## src/rtl/pllcfg_pkg.sv

```systemverilog
package pllcfg_pkg;

  typedef enum logic [1:0] {
    ST_IDLE,
    ST_SHIFT,
    ST_UPDATE,
    ST_WAIT
  } seq_state_e;

endpackage

```

## src/rtl/pllcfg_cache.sv

```systemverilog
// Local copy of the PLL configuration chain with masked field writes.
// Requires CHAIN_LEN >= MAX_FIELD.
module pllcfg_cache #(
  parameter int CHAIN_LEN = 144,
  parameter int MAX_FIELD = 16,
  localparam int OFS_W = $clog2(CHAIN_LEN),
  localparam int FW_W  = $clog2(MAX_FIELD + 1)
) (
  input  logic                 clk,
  input  logic                 rst,
  input  logic                 wr_en,
  input  logic [OFS_W-1:0]     wr_ofs,
  input  logic [FW_W-1:0]      wr_width,
  input  logic [MAX_FIELD-1:0] wr_val,
  output logic [CHAIN_LEN-1:0] cache_o
);

  logic [MAX_FIELD:0]   one_sh;
  logic [MAX_FIELD-1:0] ones;
  logic [CHAIN_LEN-1:0] bit_mask;
  logic [CHAIN_LEN-1:0] bit_data;

  always_comb begin
    one_sh = (MAX_FIELD + 1)'(1) << wr_width;
    if (wr_width >= FW_W'(MAX_FIELD)) begin
      ones = '1;
    end else begin
      ones = one_sh[MAX_FIELD-1:0] - MAX_FIELD'(1);
    end
    // shifting in chain width drops bits past the end of the chain
    bit_mask = {{(CHAIN_LEN - MAX_FIELD){1'b0}}, ones} << wr_ofs;
    bit_data = {{(CHAIN_LEN - MAX_FIELD){1'b0}}, wr_val} << wr_ofs;
  end

  for (genvar g = 0; g < CHAIN_LEN; g++) begin : g_bit
    always_ff @(posedge clk) begin
      if (rst) begin
        cache_o[g] <= 1'b0;
      end else if (wr_en && bit_mask[g]) begin
        cache_o[g] <= bit_data[g];
      end
    end
  end

endmodule

```

## src/rtl/pllcfg_seq.sv

```systemverilog
// Load sequencer: shift, update strobe, wait for completion with timeout.
module pllcfg_seq
  import pllcfg_pkg::*;
#(
  parameter int CHAIN_LEN    = 144,
  parameter int DONE_TIMEOUT = 64,
  localparam int CNT_W = $clog2(CHAIN_LEN + 1),
  localparam int TMR_W = $clog2(DONE_TIMEOUT + 1)
) (
  input  logic                 clk,
  input  logic                 rst,
  input  logic                 start_i,
  input  logic [CHAIN_LEN-1:0] cache_i,
  input  logic                 scan_done_i,
  output logic                 busy_o,
  output logic                 scan_en_o,
  output logic                 scan_dout_o,
  output logic                 scan_update_o,
  output logic                 timeout_o
);

  seq_state_e           state;
  logic [CNT_W-1:0]     sent;
  logic [TMR_W-1:0]     tmr;
  logic [CHAIN_LEN-1:0] shreg;

  always_ff @(posedge clk) begin
    if (rst) begin
      state         <= ST_IDLE;
      sent          <= '0;
      tmr           <= '0;
      shreg         <= '0;
      busy_o        <= 1'b0;
      scan_en_o     <= 1'b0;
      scan_dout_o   <= 1'b0;
      scan_update_o <= 1'b0;
      timeout_o     <= 1'b0;
    end else begin
      case (state)
        ST_IDLE: begin
          if (start_i) begin
            state       <= ST_SHIFT;
            busy_o      <= 1'b1;
            timeout_o   <= 1'b0;
            scan_en_o   <= 1'b1;
            scan_dout_o <= cache_i[CHAIN_LEN-1];
            shreg       <= cache_i << 1;
            sent        <= CNT_W'(1);
          end
        end
        ST_SHIFT: begin
          if (sent == CNT_W'(CHAIN_LEN)) begin
            state         <= ST_UPDATE;
            scan_en_o     <= 1'b0;
            scan_dout_o   <= 1'b0;
            scan_update_o <= 1'b1;
          end else begin
            scan_dout_o <= shreg[CHAIN_LEN-1];
            shreg       <= shreg << 1;
            sent        <= sent + CNT_W'(1);
          end
        end
        ST_UPDATE: begin
          state         <= ST_WAIT;
          scan_update_o <= 1'b0;
          tmr           <= '0;
        end
        ST_WAIT: begin
          if (scan_done_i) begin
            state  <= ST_IDLE;
            busy_o <= 1'b0;
          end else if (tmr == TMR_W'(DONE_TIMEOUT - 1)) begin
            state     <= ST_IDLE;
            busy_o    <= 1'b0;
            timeout_o <= 1'b1;
          end else begin
            tmr <= tmr + TMR_W'(1);
          end
        end
        default: state <= ST_IDLE;
      endcase
    end
  end

endmodule

```

## src/rtl/pllcfg_capture.sv

```systemverilog
// Captures the PLL's returned scan data while bits are being shifted.
module pllcfg_capture #(
  parameter int CHAIN_LEN = 144
) (
  input  logic                 clk,
  input  logic                 rst,
  input  logic                 shift_en,
  input  logic                 din,
  output logic [CHAIN_LEN-1:0] cap_o
);

  always_ff @(posedge clk) begin
    if (rst) begin
      cap_o <= '0;
    end else if (shift_en) begin
      cap_o <= {cap_o[CHAIN_LEN-2:0], din};
    end
  end

endmodule

```

## src/rtl/pllcfg_loader.sv

```systemverilog
module pllcfg_loader #(
  parameter int CHAIN_LEN    = 144,
  parameter int MAX_FIELD    = 16,
  parameter int DONE_TIMEOUT = 64,
  localparam int OFS_W = $clog2(CHAIN_LEN),
  localparam int FW_W  = $clog2(MAX_FIELD + 1)
) (
  input  logic                 clk,
  input  logic                 rst,
  input  logic                 cfg_wr,
  input  logic [OFS_W-1:0]     cfg_ofs,
  input  logic [FW_W-1:0]      cfg_width,
  input  logic [MAX_FIELD-1:0] cfg_val,
  input  logic                 reload_req,
  input  logic                 pll_rst_req,
  output logic                 busy,
  output logic                 timeout_err,
  output logic [CHAIN_LEN-1:0] capture_q,
  output logic                 scan_en,
  output logic                 scan_dout,
  output logic                 scan_update,
  output logic                 pll_rst,
  input  logic                 scan_din,
  input  logic                 scan_done
);

  logic [CHAIN_LEN-1:0] cache_q;
  logic                 wr_accept;
  logic                 load_start;

  // writes lose to a coincident request and are locked out while busy
  assign wr_accept  = cfg_wr & ~busy & ~reload_req;
  assign load_start = reload_req & ~busy;

  pllcfg_cache #(
    .CHAIN_LEN (CHAIN_LEN),
    .MAX_FIELD (MAX_FIELD)
  ) u_cache (
    .clk      (clk),
    .rst      (rst),
    .wr_en    (wr_accept),
    .wr_ofs   (cfg_ofs),
    .wr_width (cfg_width),
    .wr_val   (cfg_val),
    .cache_o  (cache_q)
  );

  pllcfg_seq #(
    .CHAIN_LEN    (CHAIN_LEN),
    .DONE_TIMEOUT (DONE_TIMEOUT)
  ) u_seq (
    .clk           (clk),
    .rst           (rst),
    .start_i       (load_start),
    .cache_i       (cache_q),
    .scan_done_i   (scan_done),
    .busy_o        (busy),
    .scan_en_o     (scan_en),
    .scan_dout_o   (scan_dout),
    .scan_update_o (scan_update),
    .timeout_o     (timeout_err)
  );

  pllcfg_capture #(
    .CHAIN_LEN (CHAIN_LEN)
  ) u_cap (
    .clk      (clk),
    .rst      (rst),
    .shift_en (scan_en),
    .din      (scan_din),
    .cap_o    (capture_q)
  );

  always_ff @(posedge clk) begin
    if (rst) begin
      pll_rst <= 1'b0;
    end else begin
      pll_rst <= pll_rst_req;
    end
  end

endmodule

```

## config.mk

```make
export PLATFORM = sky130hd
export DESIGN_NAME = pllcfg_loader
export DESIGN_NICKNAME = d
export VERILOG_FILES = /design/src/rtl/pllcfg_pkg.sv /design/src/rtl/pllcfg_cache.sv /design/src/rtl/pllcfg_seq.sv /design/src/rtl/pllcfg_capture.sv /design/src/rtl/pllcfg_loader.sv
export SDC_FILE = /design/constraint.sdc
export NUM_CORES = 1
export LEC_CHECK = 0
export BUFFER_PORTS_ARGS = -buffer_cell sky130_fd_sc_hd__buf_4
export CORE_ASPECT_RATIO = 0.9
export CORE_MARGIN = 2
export CORE_UTILIZATION = 54
export CTS_CLUSTER_SIZE = 8
export DETAILED_ROUTE_END_ITERATION = 10
export PLACE_DENSITY = 0.83
export SETUP_SLACK_MARGIN = 0.3
export SYNTH_ARGS = -nofsm -noshare
export SYNTH_HDL_FRONTEND = slang
export SYNTH_SLANG_ARGS = --single-unit
```

## constraint.sdc

```tcl
create_clock -name clk -period 3.2 [get_ports clk]
set_input_delay 0.32 -clock clk [delete_from_list [all_inputs] [get_ports clk]]
set_output_delay 0.32 -clock clk [all_outputs]
set_load 0.01 [all_outputs]
```

==> qor.txt <==
startpoint types: register
syn nets: 2,434
drt wl/cell: 22.8 um
CP peak stage delay: 0.51 ns
Post-synth top flop: dfxtp_1
number of DRC markers in iteration 0: 2,304
data required time of the worst path: 3.63 ns
critical path class: register to register
Peak VDD IR: 0.969 mV
Avg Cell Area, Syn: 8.98 um2
CP Cell Sequence: nor2_1 -> nand2_1 -> buf_4 -> nor3_2 -> buf_4 -> nand2_1 -> o311ai_1 -> o41ai_1
synthesized cell area: 0.0215 mm2
vias: 20,000
antenna-violating nets left: 0
WHS: 0.00992 ns
Chip Width: 214 um
Vias per Instance: 6.35
WP buf/inv: 2
cts bufs inserted: 67
largest net degree at the start of global routing: 132
PD cells: 732 mW/mm2
Crit Path Max Fanout: 13
Worst Skew: 0.0244 ns
Core Area: 0.0394 mm2
first-pass GRT wire length: 109 mm
H-tree level count: 3
Die Y: 193 um
layout cells sized above 1: 20.2%
final setup violation count: 0
sequential area share after synthesis: 42.4%
Leak: 10.1 nW
NumNets Final: 2,649
Post-CTS Setup Bufs: 0
HPWL after DPL: 50.2 mm
TNS Setup: 0 ns
Largest delay share family, worst path: simple AND/OR/NAND/NOR gates
Worst Tran Pin Value: 1.06 ns
launch point of the worst hold path: scan_din
FFs w/ async S/R, synth: 0%
Post-synth EDFFs: 0
# IOs: 186
crit share post-route: 88.5%
Inserted Diodes: 0
IO Port Bufs: 185
vias in the first global route: 19,100
Hold Path Class: input pin to register
post-synth cell types: 98
timing startpoint of the critical path: u_seq.busy_o
root buffer cell: clkbuf_16
Reg2Reg Setup Slack: 0.37 ns
Die ar.: 0.0414 mm2
cell area after layout: 0.0261 mm2
Slowest-stage cell, CP: nand2_1
Initial Util: 54.5%
Final Max Tran Viols: 0
DRC: 0
# rows: 69
synthesized instance count: 2,390
Slew HR: 28.7%
grt ovf: 0
critical path endpoint category: register
post-synthesis register bit count: 454
status: completed
worst r2r src: u_seq.busy_o
CTS tree: yes
Tot GR Track Use: 33.3%
Final Hold Vio Count: 0
Crit path arrival time: 3.26 ns
RSZ-0062 raised after global routing: true
R2R depth: 8
area delta synth->final: 21.7%
Clock Latency Late Sink: 0.59 ns
Hold Path Depth: 3
FMAX: 0.353 GHz
Max Cap Violations: 0
Pre-Repair DR Iteration Count: 8
total power: 19.1 mW
clk sinks: 454
clock period minus final worst setup slack: 2.83 ns
initial antenna violation count: 0
Syn. warnings: 0
CTS clock-pin slew for the worst setup and hold paths: 0.05 ns
CTS Buffer Depth: 3
Crit. path cell count: 8
dpl cell area: 0.0242 mm2
routability cong.: 1.04
final wirelength: 71.7 mm
registers in the layout, indices dropped and copies added, names as in the netlist:
name                 count
u_seq.scan_en_o          1
u_seq.tmr                7
u_seq.state              2
u_seq.sent               8
u_seq.shreg            143
u_seq.timeout_o          1
u_cache.cache_o        144
u_seq.scan_update_o      1
u_seq.scan_dout_o        1
pll_rst                  1
u_seq.busy_o             1
u_cap.cap_o            144
kinds of logic after synthesis:
kind of cell | share of synthesized area [%]
buffers and inverters | 4.20
adders and majority gates | 0.466
muxes | 16.5
AOI/OAI and AO/OA | 21.5
and+or+nand+nor | 14.6
DFF | 42.4
xor gates and xnor gates | 0.327
layer usage:
layer | part of all wire [%] | wire, um | GRT usage, % | vias up
met5 | 0 | 0 | 0 | -
met4 | 3.4 | 2470 | 13.5 | 0
met3 | 9.6 | 6880 | 8.91 | 181
met2 | 45 | 32100 | 52.0 | 933
met1 | 42 | 30300 | 43.9 | 9642
li1 | - | - | - | 9213
what timing repair did:
item | CTS | global route
hold buffers | 1 | 0
pin swaps | 0 | 1
resized for setup | 1 | 19
endpoints found under the setup margin | 1 | 78
endpoints found under the hold margin | 1 | 0
cells in the mapped netlist, types with 16 or more instances:
cell type / n / area, um2
a211oi_1: 184 / 1380
a21oi_1: 93 / 465
a31oi_1: 16 / 100
buf_1: 29 / 109
buf_2: 16 / 80.1
clkbuf_1: 138 / 518
dfxtp_1: 454 / 9090
inv_1: 21 / 78.8
mux2_2: 17 / 191
mux2i_1: 332 / 3320
nand2_1: 141 / 529
nand2b_1: 16 / 100
nand3_1: 30 / 150
nor2_1: 405 / 1520
nor3_1: 30 / 150
o211a_1: 23 / 230
o211ai_1: 23 / 173
o21ai_0: 69 / 345
o221ai_1: 24 / 210
o22ai_1: 38 / 238
or3_1: 21 / 131
final cells by class:
cell class	instances	area (um2)
Clock buffer	71	1730
Clock inverter	7	68.8
Fill cell	3127	13300
Inverter	24	90.1
Multi-Input combinational cell	1717	11800
Sequential cell	454	9090
Tap cell	532	666
Timing Repair Buffer	341	2670
worst paths after layout:
check                                            to
worst max-delay path            u_cache.cache_o[47]
worst min register to register  u_cache.cache_o[97]
worst max register to register  u_cache.cache_o[47]
worst min-delay path                 u_cap.cap_o[0]
power breakdown:
group / total, mW / internal (mW) / leakage [nW] / switching (mW)
logic: 5.49 / 2.14 / 5.49 / 3.35
registers: 7.38 / 6.65 / 3.69 / 0.725
clock network: 6.24 / 3.81 / 0.889 / 2.44
worst reg2reg max path, cell delays in order (launching register included):
cell      delay, ns
dfxtp_1        0.36
nor2_1         0.44
nand2_1        0.13
buf_4          0.19
nor3_2         0.14
buf_4          0.26
nand2_1        0.51
o311ai_1       0.52
o41ai_1        0.13
stage by stage:
stage / instances / setup slack (ns) / utilization (%)
finish: 3146 / 0.368 / 66.3
global placement: 3067 / -0.157 / 61.5
floorplan: 2390 / 0.259 / -
global route: 3146 / 0.211 / 66.3
CTS: 3146 / 0.314 / 66.1
detailed placement: 3067 / -0.297 / 61.5
layout by cell type (no fill, tap or decap), types with 8 or more instances in the layout:
| cell type | netlist | final |
|---|---|---|
| o211ai_1 | 23 | 23 |
| a21oi_1 | 93 | 89 |
| nand2b_1 | 16 | 16 |
| nand2_1 | 141 | 140 |
| nor2_1 | 405 | 404 |
| buf_12 | 0 | 8 |
| o31ai_1 | 15 | 14 |
| o21ai_0 | 69 | 65 |
| nand3_1 | 30 | 29 |
| mux2_2 | 17 | 14 |
| or3_1 | 21 | 20 |
| a31oi_1 | 16 | 15 |
| a31o_2 | 10 | 10 |
| xor2_1 | 8 | 8 |
| o221ai_1 | 24 | 21 |
| inv_1 | 21 | 20 |
| nand4_1 | 12 | 12 |
| nor3_1 | 30 | 28 |
| o211a_1 | 23 | 23 |
| nor2b_1 | 11 | 10 |
| a211oi_1 | 184 | 180 |
| a22oi_1 | 15 | 11 |
| dfxtp_1 | 454 | 453 |
| o2bb2ai_1 | 12 | 10 |
| buf_4 | 8 | 331 |
| clkbuf_16 | 0 | 69 |
| mux2i_1 | 332 | 332 |
| a221oi_1 | 13 | 13 |
| o22ai_1 | 38 | 35 |
Power figures use the tool's default switching activity.
